--- config.mk ---
export PLATFORM = sky130hd
export DESIGN_NAME = dslp_retain_ctrl
export DESIGN_NICKNAME = d
export VERILOG_FILES = /design/src/rtl/dslp_pkg.sv /design/src/rtl/dslp_retain_bank.sv /design/src/rtl/dslp_power_ctl.sv /design/src/rtl/dslp_osc_hold.sv /design/src/rtl/dslp_cause.sv /design/src/rtl/dslp_retain_ctrl.sv
export SDC_FILE = /design/constraint.sdc
export NUM_CORES = 1
export LEC_CHECK = 0
export BUFFER_PORTS_ARGS = -buffer_cell sky130_fd_sc_hd__buf_2
export CAP_MARGIN = 20
export CORE_UTILIZATION = 52
export CTS_CLUSTER_SIZE = 40
export DETAILED_ROUTE_END_ITERATION = 8
export PLACE_DENSITY = 0.85
export SETUP_SLACK_MARGIN = 0.02
export SYNTH_ARGS = -nofsm -noshare
export SYNTH_HDL_FRONTEND = slang
export SYNTH_HIERARCHICAL = 1
export SYNTH_SLANG_ARGS = --single-unit
--- constraint.sdc ---
create_clock -name clk -period 4.2 [get_ports clk]
set_input_delay 0.42 -clock clk [delete_from_list [all_inputs] [get_ports clk]]
set_output_delay 0.42 -clock clk [all_outputs]
set_load 0.02 [all_outputs]
--- src/rtl/dslp_pkg.sv ---
package dslp_pkg;
  typedef enum logic [1:0] {
    CAUSE_OTHER       = 2'd0,
    CAUSE_POWER_ON    = 2'd1,
    CAUSE_DS_POWERED  = 2'd2,
    CAUSE_DS_RETAINED = 2'd3
  } cause_e;

  localparam int unsigned NUM_RET = 3;
  localparam int unsigned SEL_W   = 2;
endpackage

--- src/rtl/dslp_retain_bank.sv ---
module dslp_retain_bank
  import dslp_pkg::*;
#(
  parameter int unsigned DATA_W = 16
) (
  input  logic              clk,
  input  logic              por,
  input  logic              wr_en,
  input  logic [SEL_W-1:0]  sel,
  input  logic [DATA_W-1:0] wdata,
  output logic [DATA_W-1:0] sem0_q,
  output logic [DATA_W-1:0] sem1_q,
  output logic [DATA_W-1:0] ctrl_q
);
  logic [DATA_W-1:0] word_q [NUM_RET];

  for (genvar i = 0; i < NUM_RET; i++) begin : g_word
    always_ff @(posedge clk) begin
      if (por)
        word_q[i] <= '0;
      else if (wr_en && sel == SEL_W'(i))
        word_q[i] <= wdata;
    end

    // an unselected word keeps its value
    a_r9_word_hold: assert property (@(posedge clk) disable iff (por)
      !(wr_en && sel == SEL_W'(i)) |=> $stable(word_q[i]));
  end

  assign sem0_q = word_q[0];
  assign sem1_q = word_q[1];
  assign ctrl_q = word_q[2];
endmodule

--- src/rtl/dslp_power_ctl.sv ---
module dslp_power_ctl #(
  parameter int unsigned WAKE_W = 4
) (
  input  logic              clk,
  input  logic              por,
  input  logic              pin_rst,
  input  logic              sleep_req,
  input  logic [WAKE_W-1:0] wake_evt,
  input  logic              clr_release,
  input  logic              clr_wake,
  input  logic              clr_status,
  output logic              asleep,
  output logic              release_q,
  output logic              status_q,
  output logic              io_rst_req,
  output logic [WAKE_W-1:0] wake_src
);
  logic              any_wake;
  logic [WAKE_W-1:0] first_evt;

  assign any_wake  = |wake_evt;
  assign first_evt = wake_evt & (~wake_evt + WAKE_W'(1));

  always_ff @(posedge clk) begin
    if (por) begin
      asleep     <= 1'b0;
      release_q  <= 1'b0;
      status_q   <= 1'b0;
      io_rst_req <= 1'b0;
      wake_src   <= '0;
    end else begin
      io_rst_req <= pin_rst;
      if (!asleep) begin
        if (sleep_req && !pin_rst) begin
          asleep    <= 1'b1;
          release_q <= 1'b1;
          status_q  <= 1'b1;
        end else begin
          if (clr_release) release_q <= 1'b0;
          if (clr_status)  status_q  <= 1'b0;
        end
        if (clr_wake) wake_src <= '0;
      end else begin
        if (pin_rst || any_wake) asleep <= 1'b0;
        if (any_wake && wake_src == '0) wake_src <= first_evt;
      end
    end
  end

  // freeze only drops through a software clear while awake
  a_r3_freeze_sticky: assert property (@(posedge clk) disable iff (por)
    release_q && !(clr_release && !asleep) |=> release_q);
  // entering sleep always freezes the I/O
  a_r3_freeze_on_entry: assert property (@(posedge clk) disable iff (por)
    $rose(asleep) |-> release_q);
  // status flag is sticky
  a_r5_status_sticky: assert property (@(posedge clk) disable iff (por)
    status_q && !clr_status |=> status_q);
  // wake record is one-hot or empty
  a_r6_wake_onehot: assert property (@(posedge clk) disable iff (por)
    $onehot0(wake_src));
  // I/O reset request follows a pin reset by one cycle
  a_r2_iorst_follows_pin: assert property (@(posedge clk) disable iff (por)
    io_rst_req |-> $past(pin_rst));
endmodule

--- src/rtl/dslp_osc_hold.sv ---
module dslp_osc_hold (
  input  logic clk,
  input  logic por,
  input  logic release_q,
  input  logic osc_wr,
  input  logic osc_val,
  output logic osc_en
);
  logic shadow_q;
  logic pend_q;
  logic rel_d_q;
  logic rel_fell;

  assign rel_fell = rel_d_q && !release_q;

  always_ff @(posedge clk) begin
    if (por) begin
      osc_en   <= 1'b0;
      shadow_q <= 1'b0;
      pend_q   <= 1'b0;
      rel_d_q  <= 1'b0;
    end else begin
      rel_d_q <= release_q;
      if (osc_wr && release_q) begin
        shadow_q <= osc_val;
        pend_q   <= 1'b1;
      end else if (osc_wr) begin
        osc_en <= osc_val;
        pend_q <= 1'b0;
      end else if (pend_q && rel_fell) begin
        osc_en <= shadow_q;
        pend_q <= 1'b0;
      end
    end
  end

  // live enable cannot move while the release latch is set
  a_r4_held_while_frozen: assert property (@(posedge clk) disable iff (por)
    release_q |=> $stable(osc_en));
endmodule

--- src/rtl/dslp_cause.sv ---
module dslp_cause
  import dslp_pkg::*;
(
  input  logic   clk,
  input  logic   por,
  input  logic   core_boot,
  input  logic   clr_por,
  input  logic   status_q,
  output logic   por_flag,
  output cause_e cause
);
  always_ff @(posedge clk) begin
    if (por)            por_flag <= 1'b1;
    else if (core_boot) por_flag <= 1'b1;
    else if (clr_por)   por_flag <= 1'b0;
  end

  always_comb begin
    unique case ({status_q, por_flag})
      2'b00:   cause = CAUSE_OTHER;
      2'b01:   cause = CAUSE_POWER_ON;
      2'b11:   cause = CAUSE_DS_POWERED;
      default: cause = CAUSE_DS_RETAINED;
    endcase
  end

  // power-on flag stays until software clears it
  a_r8_por_flag_sticky: assert property (@(posedge clk) disable iff (por)
    por_flag && !clr_por |=> por_flag);
endmodule

--- src/rtl/dslp_retain_ctrl.sv ---
module dslp_retain_ctrl
  import dslp_pkg::*;
#(
  parameter int unsigned DATA_W = 16,
  parameter int unsigned WAKE_W = 4
) (
  input  logic              clk,
  input  logic              por,
  input  logic              core_boot,
  input  logic              pin_rst,
  input  logic              sleep_req,
  input  logic [WAKE_W-1:0] wake_evt,
  input  logic              sw_wr_en,
  input  logic [1:0]        sw_sel,
  input  logic [DATA_W-1:0] sw_wdata,
  input  logic              sw_clr_release,
  input  logic              sw_clr_wake,
  input  logic              sw_clr_status,
  input  logic              sw_clr_por,
  input  logic              sw_osc_wr,
  input  logic              sw_osc_val,
  output logic              asleep,
  output logic              io_freeze,
  output logic              io_rst_req,
  output logic              osc_en,
  output logic [DATA_W-1:0] sem0_q,
  output logic [DATA_W-1:0] sem1_q,
  output logic [DATA_W-1:0] ctrl_q,
  output logic [WAKE_W-1:0] wake_src,
  output logic              ds_status,
  output logic              por_flag,
  output logic [1:0]        reset_cause
);
  cause_e cause;

  dslp_retain_bank #(.DATA_W(DATA_W)) u_bank (
    .clk(clk), .por(por), .wr_en(sw_wr_en), .sel(sw_sel), .wdata(sw_wdata),
    .sem0_q(sem0_q), .sem1_q(sem1_q), .ctrl_q(ctrl_q));

  dslp_power_ctl #(.WAKE_W(WAKE_W)) u_pwr (
    .clk(clk), .por(por), .pin_rst(pin_rst), .sleep_req(sleep_req),
    .wake_evt(wake_evt), .clr_release(sw_clr_release), .clr_wake(sw_clr_wake),
    .clr_status(sw_clr_status), .asleep(asleep), .release_q(io_freeze),
    .status_q(ds_status), .io_rst_req(io_rst_req), .wake_src(wake_src));

  dslp_osc_hold u_osc (
    .clk(clk), .por(por), .release_q(io_freeze), .osc_wr(sw_osc_wr),
    .osc_val(sw_osc_val), .osc_en(osc_en));

  dslp_cause u_cause (
    .clk(clk), .por(por), .core_boot(core_boot), .clr_por(sw_clr_por),
    .status_q(ds_status), .por_flag(por_flag), .cause(cause));

  assign reset_cause = cause;

  // a pin reset during sleep leaves the retained words untouched
  a_r2_pin_keeps_words: assert property (@(posedge clk) disable iff (por)
    asleep && pin_rst && !sw_wr_en |=> $stable(sem0_q) && $stable(sem1_q) && $stable(ctrl_q));
  // a pin reset blocks sleep entry in the same cycle
  a_r10_pin_blocks_entry: assert property (@(posedge clk) disable iff (por)
    !asleep && pin_rst |=> !asleep);
endmodule

==> results.toml <==
[outcome]
run_status = "finished clean"

[global_route]
gr-usage-all-layers = 0.2166
grt_max_degree = 31
grt_overflow_total = 0
grt_antenna_before_repair = 0
grt_pass1_vias = 1680
global_route_wire_length_before_repair_um = 7755

[route]
drc = 0
detailed_route_wl_um = 4930
final_antenna_net_count = 0
via_count = 1737
drt_pre_antenna_iters = 5
post_drt_wl_per_cell_um = 14.63
drtIter0Drc = 140
vias_per_cell = 5.154

[synthesis]
async_reset_ff_frac = 0
leading_area_contributor_after_synthesis = "sky130_fd_sc_hd__edfxtp_1"
seq_area_frac_synth = 0.7076
mappedNetlistNets = 221
number_of_synthesized_register_bits = 61
yosysTopAreaCellShare = 0.5994
count_of_yosys_warnings_during_synthesis = 6
postSynthCellCount = 185
yosysUniqueCellTypes = 30
yosys.cell_count.top_type = "sky130_fd_sc_hd__edfxtp_1"
synth_enable_flop_cells = 48
avg_cell_area_syn_um2 = 13.00
netlist_top_cells_count = "sky130_fd_sc_hd__edfxtp_1, sky130_fd_sc_hd__nor2_1, sky130_fd_sc_hd__nand3b_1"
synthesis.area_um2 = 2405
synthFlopType = "sky130_fd_sc_hd__edfxtp_1"
top_post_synthesis_cells_by_area = "sky130_fd_sc_hd__edfxtp_1, sky130_fd_sc_hd__dfxtp_1, sky130_fd_sc_hd__nor2_1"

[timing]
max-slew-margin-rel = 0.3942
total_neg_setup_slack_ns = 0
setup-violations-final = 0
setup_repair_after_global_routing_missed_its_margin = "no"
timing.fmax_mhz = 526.7
final.setup_skew_ns = 0.004993
finalHoldViolations = 0
finalCritPeriodShare = 0.4520
worst-slew-pin-transition_ns = 0.9081
finalCriticalPeriod_ns = 1.898
timing_max_transition_violations_final = 0

[clock_tree]
cts_tree = "done"
clockBufferDepth = 2
post_cts.resized_instances = 0
worst_skew_pair.late_latency_ns = 0.33
htree_num_levels = 3
cts_setup_buffers = 0
cts_sinks = 61
clockRootBuffer = "sky130_fd_sc_hd__clkbuf_8"
hold_buffers = 0
numCtsBuffers = 9
worst_setup_hold_path_clk_slew_ns = 0.07

[floorplanning]
horizontal_extent_of_the_die_um = 70.01
chipHeight_um = 70.01
floorplan.initialDensity = 0.5448
core-area_um2 = 4414
rows = 24
fp.dieArea_um2 = 4901
pin_count = 94

[pwr]
p_leak_nw = 1.291
max-vdd-ir-drop_uv = 225.8
power_density_nw_per_um2 = 438.5
total_power_mw = 1.342

[cells_and_area]
multi_input_comb_area_um2 = 616.8
layout_cells_sized_above_1 = 0.4281
antenna-diode-count = 0
layout.area.seq_um2 = 1702
num-nets-final = 316
areaGrowthSynthToFinish_pct = 27.21
final.fill_count = 352

[setup_path]
rr_startpoint = "u_pwr/wake_src[0]"
cp_data_required_time_ns = 4.15
setup.reg_to_reg.worst_slack_ns = 2.91
path_max_fanout = 17
critPathLaunchType = "primary input"
r2r_cells = 3
crit_type = "in -> reg"
critical_path_arrival_ns = 1.85
end_kind = "flop"
timing.rr.end = "u_pwr/wake_src[2]"

[flow_run]
max_cap_violations = 0

[worst_hold_path]
holdCritStartpoint = "sw_clr_por"
min_to = "u_cause/por_flag"
worstHoldPathType = "in -> reg"
min_path_cells = 2

[placement]
io_buffer_count = 93
place.detailed.hpwl_um = 3483
gp_routability_congestion = 0.8074
-- how the worst max path moves through the flow --
stage / endpoint / startpoint / depth (start not counted) / slack (ns)
final: u_bank/word_q[1][12] / sw_sel[1] / 3 / 2.30
after CTS: u_bank/word_q[1][9] / sw_sel[1] / 3 / 2.29
after detailed placement: u_bank/word_q[1][11] / sw_sel[1] / 3 / 1.95
after global placement: u_bank/word_q[1][14] / sw_sel[1] / 3 / 2.08
after global routing: u_bank/word_q[1][14] / sw_sel[1] / 3 / 2.18
after floorplan: u_bank/word_q[0][0] / sw_sel[0] / 3 / 2.23
-- flip-flops by register name, summed over array words and instances (netlist names) --
name / cells
u_bank/word_q: 48
u_pwr/wake_src: 4
u_cause/por_flag: 1
u_osc/osc_en: 1
u_osc/pend_q: 1
u_osc/rel_d_q: 1
u_osc/shadow_q: 1
u_pwr/asleep: 1
u_pwr/io_rst_req: 1
u_pwr/release_q: 1
u_pwr/status_q: 1
-- power breakdown --
part,switching [mW],internal [mW],total (mW)
Combinational,0.112,0.0520,0.164
Clock,0.208,0.264,0.473
Sequential,0.0130,0.692,0.705
-- cell usage in the layout (no fill, tap or decap), drive strengths merged, types with 2 or more instances in the layout --
cell type	instances
buf	93
nor2	54
edfxtp	48
nand3b	16
dfxtp	13
clkbuf	9
inv	8
a21oi	6
clkinv	6
nor3	4
o21ai	4
o21bai	3
a32o	3
nand2b	2
or2	2
ha	2
nand3	2
nand2	2
nor2b	2
-- worst max-delay path: stages --
cell	delay (ns)
sky130_fd_sc_hd__buf_2	0.11
sky130_fd_sc_hd__nand2b_1	0.45
sky130_fd_sc_hd__o21bai_2	0.87
-- layout make-up --
cell class,instances,share of cell area
Tap cell,52,0.02127
Clock inverter,7,0.01840
Clock buffer,9,0.04049
Timing Repair Buffer,93,0.1521
Sequential cell,61,0.5562
Multi-Input combinational cell,107,0.2016
Inverter,8,0.009816
-- through the flow --
stage	area [um2]	hold WS, ns	utilization	std cells	worst slack (ns)
finish	3059	0.2580	0.6930	337	2.302
global route	3059	0.2435	0.6930	337	2.183
CTS	3059	0.2411	0.6930	337	2.290
detailed placement	2879	0.4460	0.6522	321	1.948
global placement	2879	0.4453	0.6522	321	2.082
floorplan	2405	0.4296	-	185	2.228
-- routing by layer --
| layer | part of all wire | GRT usage | up-vias | wire (um) |
|---|---|---|---|---|
| met3 | 0.098 | 0.09380 | 7 | 484 |
| li1 | - | - | 838 | - |
| met5 | 0 | 0 | - | 0 |
| met4 | 0.014 | 0.08667 | 0 | 68 |
| met1 | 0.41 | 0.2638 | 800 | 2009 |
| met2 | 0.48 | 0.3397 | 92 | 2368 |
-- cell families (layout without fill, tap and decap cells) --
family,count (synthesis),in the layout,synth area share
simple gates,86,86,0.1878
flops,61,61,0.7076
compound gates,18,18,0.04943
buf+inv,17,117,0.04058
fa+ha+maj,2,2,0.01040
mux,1,1,0.004162
(Power assumes the default switching activity.)
